### src/rtl/align_lock_pkg.sv
package align_lock_pkg;
  typedef enum logic [2:0] {
    PH_TRAIN0 = 3'd0,
    PH_QUIET0 = 3'd1,
    PH_TRAIN1 = 3'd2,
    PH_QUIET1 = 3'd3,
    PH_TRAIN2 = 3'd4,
    PH_LOCKED = 3'd5
  } phase_e;

  typedef struct packed {
    logic countEn;
    logic idleEn;
  } seq_strobe_t;
endpackage

### src/rtl/align_lock_dp.sv
module align_lock_dp
  import align_lock_pkg::*;
#(
  parameter int WORD_W = 10,
  parameter int TARGET = 256,
  parameter int IDLE_CYCLES = 96,
  localparam int CNT_W = $clog2(TARGET + 1),
  localparam int EDGE_W = $clog2(WORD_W + 1),
  localparam int SUM_W = $clog2(TARGET + WORD_W + 1),
  localparam int IDLE_W = $clog2(IDLE_CYCLES)
) (
  input  logic              clk,
  input  logic              rstN,
  input  logic [WORD_W-1:0] dataWord,
  input  logic              dataValid,
  input  seq_strobe_t       strobe,
  output logic              countDone,
  output logic              idleDone,
  output logic [CNT_W-1:0]  transCount
);
  logic              prevBit;
  logic [WORD_W-1:0] diffBits;
  logic [EDGE_W-1:0] edgeCnt;
  logic [SUM_W-1:0]  sumCnt;
  logic [IDLE_W-1:0] idleCnt;

  // Each serial bit is compared with the bit sent just before it.
  assign diffBits = dataWord ^ {dataWord[WORD_W-2:0], prevBit};

  always_comb begin
    edgeCnt = '0;
    for (int i = 0; i < WORD_W; i++) begin
      edgeCnt = edgeCnt + EDGE_W'(diffBits[i]);
    end
  end

  assign sumCnt    = SUM_W'(transCount) + SUM_W'(edgeCnt);
  assign countDone = strobe.countEn && (sumCnt >= SUM_W'(TARGET));
  assign idleDone  = strobe.idleEn && (idleCnt == IDLE_W'(IDLE_CYCLES - 1));

  always_ff @(posedge clk) begin
    if (!rstN) begin
      prevBit    <= 1'b0;
      transCount <= '0;
      idleCnt    <= '0;
    end else begin
      if (dataValid) prevBit <= dataWord[WORD_W-1];
      if (strobe.countEn) begin
        transCount <= countDone ? '0 : CNT_W'(sumCnt);
      end
      if (strobe.idleEn) begin
        idleCnt <= idleDone ? '0 : idleCnt + 1'b1;
      end
    end
  end
endmodule

### src/rtl/align_lock_ctrl.sv
module align_lock_ctrl
  import align_lock_pkg::*;
(
  input  logic        clk,
  input  logic        rstN,
  input  logic        dataValid,
  input  logic        calEn,
  input  logic        countDone,
  input  logic        idleDone,
  output seq_strobe_t strobe,
  output phase_e      phase
);
  phase_e phaseNext;
  logic   inTrain;
  logic   inQuiet;

  assign inTrain = (phase == PH_TRAIN0) || (phase == PH_TRAIN1) || (phase == PH_TRAIN2);
  assign inQuiet = (phase == PH_QUIET0) || (phase == PH_QUIET1);

  assign strobe.countEn = inTrain && dataValid;
  assign strobe.idleEn  = inQuiet;

  always_comb begin
    phaseNext = phase;
    unique case (phase)
      PH_TRAIN0: if (countDone) phaseNext = calEn ? PH_QUIET0 : PH_LOCKED;
      PH_QUIET0: if (idleDone)  phaseNext = PH_TRAIN1;
      PH_TRAIN1: if (countDone) phaseNext = PH_QUIET1;
      PH_QUIET1: if (idleDone)  phaseNext = PH_TRAIN2;
      PH_TRAIN2: if (countDone) phaseNext = PH_LOCKED;
      PH_LOCKED: phaseNext = PH_LOCKED;
      default:   phaseNext = PH_TRAIN0;
    endcase
  end

  always_ff @(posedge clk) begin
    if (!rstN) phase <= PH_TRAIN0;
    else       phase <= phaseNext;
  end
endmodule

### src/rtl/align_lock_seq.sv
module align_lock_seq
  import align_lock_pkg::*;
#(
  parameter int WORD_W = 10,
  parameter int TARGET = 256,
  parameter int IDLE_CYCLES = 96,
  localparam int CNT_W = $clog2(TARGET + 1)
) (
  input  logic              clk,
  input  logic              rstN,
  input  logic [WORD_W-1:0] dataWord,
  input  logic              dataValid,
  input  logic              calEn,
  output logic              locked,
  output logic [2:0]        phase,
  output logic [CNT_W-1:0]  transCount
);
  seq_strobe_t strobe;
  phase_e      phaseState;
  logic        countDone;
  logic        idleDone;

  align_lock_ctrl u_ctrl (
    .clk       (clk),
    .rstN      (rstN),
    .dataValid (dataValid),
    .calEn     (calEn),
    .countDone (countDone),
    .idleDone  (idleDone),
    .strobe    (strobe),
    .phase     (phaseState)
  );

  align_lock_dp #(
    .WORD_W      (WORD_W),
    .TARGET      (TARGET),
    .IDLE_CYCLES (IDLE_CYCLES)
  ) u_dp (
    .clk        (clk),
    .rstN       (rstN),
    .dataWord   (dataWord),
    .dataValid  (dataValid),
    .strobe     (strobe),
    .countDone  (countDone),
    .idleDone   (idleDone),
    .transCount (transCount)
  );

  assign phase  = phaseState;
  assign locked = (phaseState == PH_LOCKED);
endmodule

### config.mk
export PLATFORM = sky130hd
export DESIGN_NAME = align_lock_seq
export DESIGN_NICKNAME = d
export VERILOG_FILES = /design/src/rtl/align_lock_pkg.sv /design/src/rtl/align_lock_dp.sv /design/src/rtl/align_lock_ctrl.sv /design/src/rtl/align_lock_seq.sv
export SDC_FILE = /design/constraint.sdc
export NUM_CORES = 1
export LEC_CHECK = 0
export BUFFER_PORTS_ARGS = -buffer_cell sky130_fd_sc_hd__buf_2
export CORE_UTILIZATION = 54
export DETAILED_ROUTE_END_ITERATION = 10
export GPL_TIMING_DRIVEN = 0
export PLACE_DENSITY = 0.88
export SLEW_MARGIN = 20
export SYNTH_ARGS = -nofsm -noshare
export SYNTH_HDL_FRONTEND = slang
export SYNTH_HIERARCHICAL = 1
export SYNTH_SLANG_ARGS = --single-unit
### constraint.sdc
create_clock -name clk -period 5.6 [get_ports clk]
set_input_delay 1.4 -clock clk [delete_from_list [all_inputs] [get_ports clk]]
set_output_delay 1.4 -clock clk [all_outputs]
set_load 0.005 [all_outputs]
# Word level (Yosys, flattened, before mapping)
# Index checks and enable logic that the tools add are counted.
[word_totals]
register_bits = 20
output_inout_bits = 13
[classes]
n_mux = 9
n_eq_ne = 11
bitwise = 1
n_addsub = 11
magnitude_cmp = 1
n_reduce_logical = 8
[ops]
columns = ["op", "count"]
rows = [
  ["$add 4x1->4", 8],
  ["$mux 3", 6],
  ["$pmux 3 s6", 1],
  ["$ne 2x1->1 const B", 5],
  ["$xor 10x10->10", 1],
  ["$add 9x4->9", 1],
  ["$ge 9x9->1 const B", 1],
  ["$mux 9", 1],
  ["$add 7x1->7 const B", 1],
  ["$eq 7x7->1 const B", 1],
  ["$mux 7", 1],
  ["$eq 3x2->1 const B", 2],
  ["$eq 3x3->1 const B", 2],
  ["$reduce_and 5->1", 1],
  ["$eq 3x1->1 const B", 1],
  ["$logic_and 1x1->1", 3],
  ["$logic_not 3->1", 1],
  ["$logic_or 1x1->1", 3],
  ["$add 1x1->2", 1],
]

# Longest topological paths before layout
[logic_depth]
ltp_word = 15
depth_mapped = 13
mapped_depth_nobuf = 13

# Hierarchy
# Netlist, hierarchy kept.
[by_module_without_submodules]
columns = ["mod", "area_per_inst_um2", "cells_each", "instances"]
rows = [
  ["align_lock_dp", 1126.1, 113, 1],
  ["align_lock_ctrl", 165.2, 18, 1],
  ["align_lock_seq", 8.8, 1, 1],
]

# Worst setup path after synthesis
# OpenSTA, ideal clock, no wires.
[synth_path]
kind = "input to register"
from = "input port dataWord[0]"
to = "register u_ctrl.phase[2]"
setup_slack_ns = 0.524
cell_stages = 13
setup_ns = 0.119
arrival_time_ns = 4.957
path_cell_list = "xor2_1 > fa_1 > fa_1 > inv_1 > fa_1 > fa_1 > fa_1 > nand2b_1 > a211oi_2 > xnor2_2 > nor2_1 > nor3b_1 > o221a_1"
[synth_between]
elab_chain_cells = 15
[synth_lines]
columns = ["element", "line", "text"]
rows = [
  ["start, declared", "align_lock_seq.sv:11", "input logic [WORD_W-1:0] dataWord,"],
  ["$xor 10x10->10 (*)", "align_lock_dp.sv:28", "assign diffBits = dataWord ^ {dataWord[WORD_W-2:0], prevBit};"],
  ["$add 1x1->2 (*)", "align_lock_dp.sv:33", "edgeCnt = edgeCnt + EDGE_W'(diffBits[i]);"],
  ["$add 4x1->4 (*) (8 in a row)", "align_lock_dp.sv:33", ""],
  ["$add 9x4->9 (*)", "align_lock_dp.sv:37", "assign sumCnt = SUM_W'(transCount) + SUM_W'(edgeCnt);"],
  ["$ge 9x9->1 (*)", "align_lock_dp.sv:38", "assign countDone = strobe.countEn && (sumCnt >= SUM_W'(TARGET));"],
  ["$logic_and 1x1->1 (*)", "align_lock_dp.sv:38", ""],
  ["net countDone", "align_lock_seq.sv:20", "logic countDone;"],
  ["$ne 2x1->1 (no line)", "n/a", ""],
  ["$reduce_and 5->1 (no line) (*)", "n/a", ""],
  ["end signal, assigned", "align_lock_ctrl.sv:38", "else phase <= phaseNext;"],
  ["end, declared", "align_lock_ctrl.sv:11", "output phase_e phase"],
]
# The timed path passes the listed nets; every way through them passes the cells marked *.
# A chain may end at the register's enable or synchronous reset.

# Worst setup path in the final report
[layout_path]
from = "input port dataWord[0]"
to = "register u_dp.transCount[3]"
[layout_between]
elab_chain_cells = 14
[layout_lines]
columns = ["element", "line", "text"]
rows = [
  ["$xor 10x10->10 (*)", "align_lock_dp.sv:28", ""],
  ["$add 1x1->2 (*)", "align_lock_dp.sv:33", ""],
  ["$add 4x1->4 (*) (8 in a row)", "align_lock_dp.sv:33", ""],
  ["$add 9x4->9 (*)", "align_lock_dp.sv:37", ""],
  ["$ge 9x9->1", "align_lock_dp.sv:38", ""],
  ["$logic_and 1x1->1", "align_lock_dp.sv:38", ""],
  ["$mux 9 (*)", "align_lock_dp.sv:49", "transCount <= countDone ? '0 : CNT_W'(sumCnt);"],
  ["end signal, assigned", "align_lock_dp.sv:49", ""],
  ["end, declared", "align_lock_dp.sv:19", "output logic [CNT_W-1:0] transCount"],
]
# Every way passes the cells marked *; elsewhere a longest branch is shown, timed or not.

==> run metrics <==
Multi-input gate area=between 800 and 900 sq um; DRT iter0 DRCs=8; Leak Pwr=0.677 nW; Post-Synthesis Cells=132; share of cells above drive strength 1=0.241; Synth Area in Compound Gates=0.113; drc violations=0; fin crit period=5060 ps; status=finished clean; Fin Setup TNS=0 ps; crit-path cells=buf_2 > xor2_1 > fa_1 > fa_1 > inv_1 > fa_1 > fa_1 > fa_1 > nand2b_1 > a211oi_2 > xnor2_2 > nand3_2 > o31ai_1; YS warnings=6; hold crit path type=flop to flop; Post-Synthesis Cell Area=0.00130 sq mm; # diodes=0; clk_lat worst skew=300 ps; placed cell area=0.00147 sq mm; gr ovfl total=0; Syn-to-layout area delta=15.5%; # fillers=186; post-synth cell types=38; Post CTS Setup Buffer Count=0; critical path type=input pin to flop; vias=1022; Die X=51.1 um; largest fanout on the critical path=4; post-synthesis mux area share=0.0154; crit path DAT=5270 ps; simple-gate share of the synthesized area=0.223; CORE AREA=0.00223 sq mm; global-route usage over all layers=0.208; CP max-delay cell=fa_1; pwr dens=346 mW/mm^2; Initial Util=0.582; Pins Over Slew Limit=0; RSZ-0062 raised after global routing=no; cell row count=17; final WL=2540 um; Slew headroom=0.532; TritonCTS clock tree=yes; final antenna-violating net count=0; period utilization=0.904; adder-cell share of the synthesized area=0.166; Main synth FF type=dfxtp_1; H-tree level count=1; #FFs+latches synth=20; Final Util=0.672; EDFF count, synth=0; Die Y=51.1 um; Post-Synth XOR/XNOR Area=0.141; Max IR drop VDD=359 uV; routability-driven placement congestion ratio=~0.73; CP peak stage delay=560 ps; FF/Latch Area=400 sq um; CTS Hold Bufs=0; Max Cap Viol=0; clk sinks=20; Avg Vias per Cell=5.38; syn_nets=around 160; Layout Skew=5.19 ps; CTS resizes=0; initial antenna violation count=0; TritonCTS Buffers=3; Root Buffer=clkbuf_4; Crit path top cell by count=fa_1; die area=0.00261 sq mm; number of I/O port buffers=26; share of flip-flops with an asynchronous set or reset=0; required time worst endpoint=5810 ps; worst slew pin tran=~700 ps; DR pass1 iterations=4; Final setup viols=0; Final Hold Fails=0; HPWL Detailed=1980 um; clock slew at reported path FFs=110 ps; Critical Path Source Type=input pin; first-pass GRT wire length=4040 um; Finished Cell Area=0.00150 sq mm; pin count of the biggest net entering global routing=14; vias in the first global route=951; largest family of logic cells by synthesized area=simple AND/OR/NAND/NOR gates; sequential share of the synthesized area=0.308; largest buffer count on any clock path=2; Syn Area/Cell=9.85 sq um; fin nets=190; number of I/O pins=27; WL/cell=about 13 um; FMAX=just under 200 MHz; CP Capture Type=flop
[layout make-up]
cell class	count	area share
Timing Repair Buffer	26	0.0867
Tap cell	28	0.0233
Buffer	1	0.00500
Clock buffer	4	0.0242
Multi-Input combinational cell	101	0.569
Sequential cell	20	0.267
Inverter	10	0.0250
[worst max-delay path: cells and delay by family]
| family | cells | cell delay [ps] |
|---|---|---|
| AO/OA/AOI/OAI | 2 | 570 |
| XOR/XNOR | 2 | 380 |
| adder cells (fa/ha/maj) | 5 | 2420 |
| buffers and inverters | 2 | 160 |
| AND/OR/NAND/NOR | 2 | 350 |
[metrics by stage]
stage | setup slack, ps | total power (W) | hold slack (ps) | instances
after detailed placement | 223 | 0.000435 | 466 | 186
final | 539 | 0.000519 | 483 | 190
after global placement | 287 | 0.000411 | 454 | 186
after floorplan | 524 | 0.000363 | 460 | 132
after CTS | 540 | 0.000522 | 486 | 190
after global routing | 392 | 0.000563 | 511 | 190
[cell families (layout without fill, tap and decap cells)]
kind of cell | count (synthesis) | count (layout)
AO/OA/AOI/OAI | 20 | 20
XOR/XNOR | 20 | 20
adder cells (fa/ha/maj) | 13 | 13
buffers and inverters | 11 | 41
flip-flops | 20 | 20
multiplexers | 2 | 2
AND/OR/NAND/NOR | 46 | 46
[flip-flops by register name, indices dropped and copies added (netlist names)]
name and flops:
u_ctrl/phase 3, u_dp/prevBit 1, u_dp/idleCnt 7, u_dp/transCount 9
[per-layer routing]
metal | vias up | track usage | wire (um)
met5 | - | 0 | 0
met4 | 0 | 0.0509 | 21
met3 | 4 | 0.0655 | 98
met2 | 27 | 0.351 | 1320
met1 | 485 | 0.257 | 1100
li1 | 506 | - | -
[worst paths after layout]
check,startpoint,endpoint,slack [ps],cells after the start
worst min-delay path,u_dp/transCount[2],u_dp/transCount[2],480,2
worst min register to register,u_dp/transCount[2],u_dp/transCount[2],480,2
worst max-delay path,dataWord[0],u_dp/transCount[3],540,13
worst max register to register,u_dp/prevBit,u_dp/transCount[3],1360,12
[synthesized netlist by cell type (2+ instances only)]
cell	number	area (sq um)
and2b_1	3	22.5
and2_1	3	18.8
nand2b_1	3	18.8
ha_1	6	75.1
nor3b_1	3	22.5
nand4_1	3	18.8
o211ai_1	2	15.0
xnor2_1	6	52.6
fa_1	7	140
inv_1	10	37.5
xor2_1	13	114
nand2_1	8	30.0
a211oi_1	2	15.0
mux2i_1	2	20.0
and3b_1	2	17.5
nor2_1	9	33.8
a21oi_1	3	15.0
dfxtp_1	20	400
nor2b_1	4	25.0
o21a_1	3	22.5
o21ai_1	3	15.0
[cells in the final DEF (no fill, tap or decap), types with 2 or more instances in the layout]
cell and count:
nand4_1 3, dfxtp_1 20, xnor2_1 6, mux2i_1 2, a21oi_1 3, ha_1 6, nor3b_1 3, and2_1 3
fa_1 7, o211ai_1 2, inv_1 10, nor2_1 9, clkbuf_4 3, nor2b_1 4, xor2_1 13, buf_2 26
a211oi_1 2, o21ai_1 3, nand2_1 8, and3b_1 2, nand2b_1 3, o21a_1 3, and2b_1 3
[power breakdown]
part / switching [W] / internal (W)
sequential: 0.0000108 / 0.000154
clock: 0.0000456 / 0.0000397
combinational: 0.000146 / 0.000123
No activity file was read; power rests on OpenSTA's default activity.
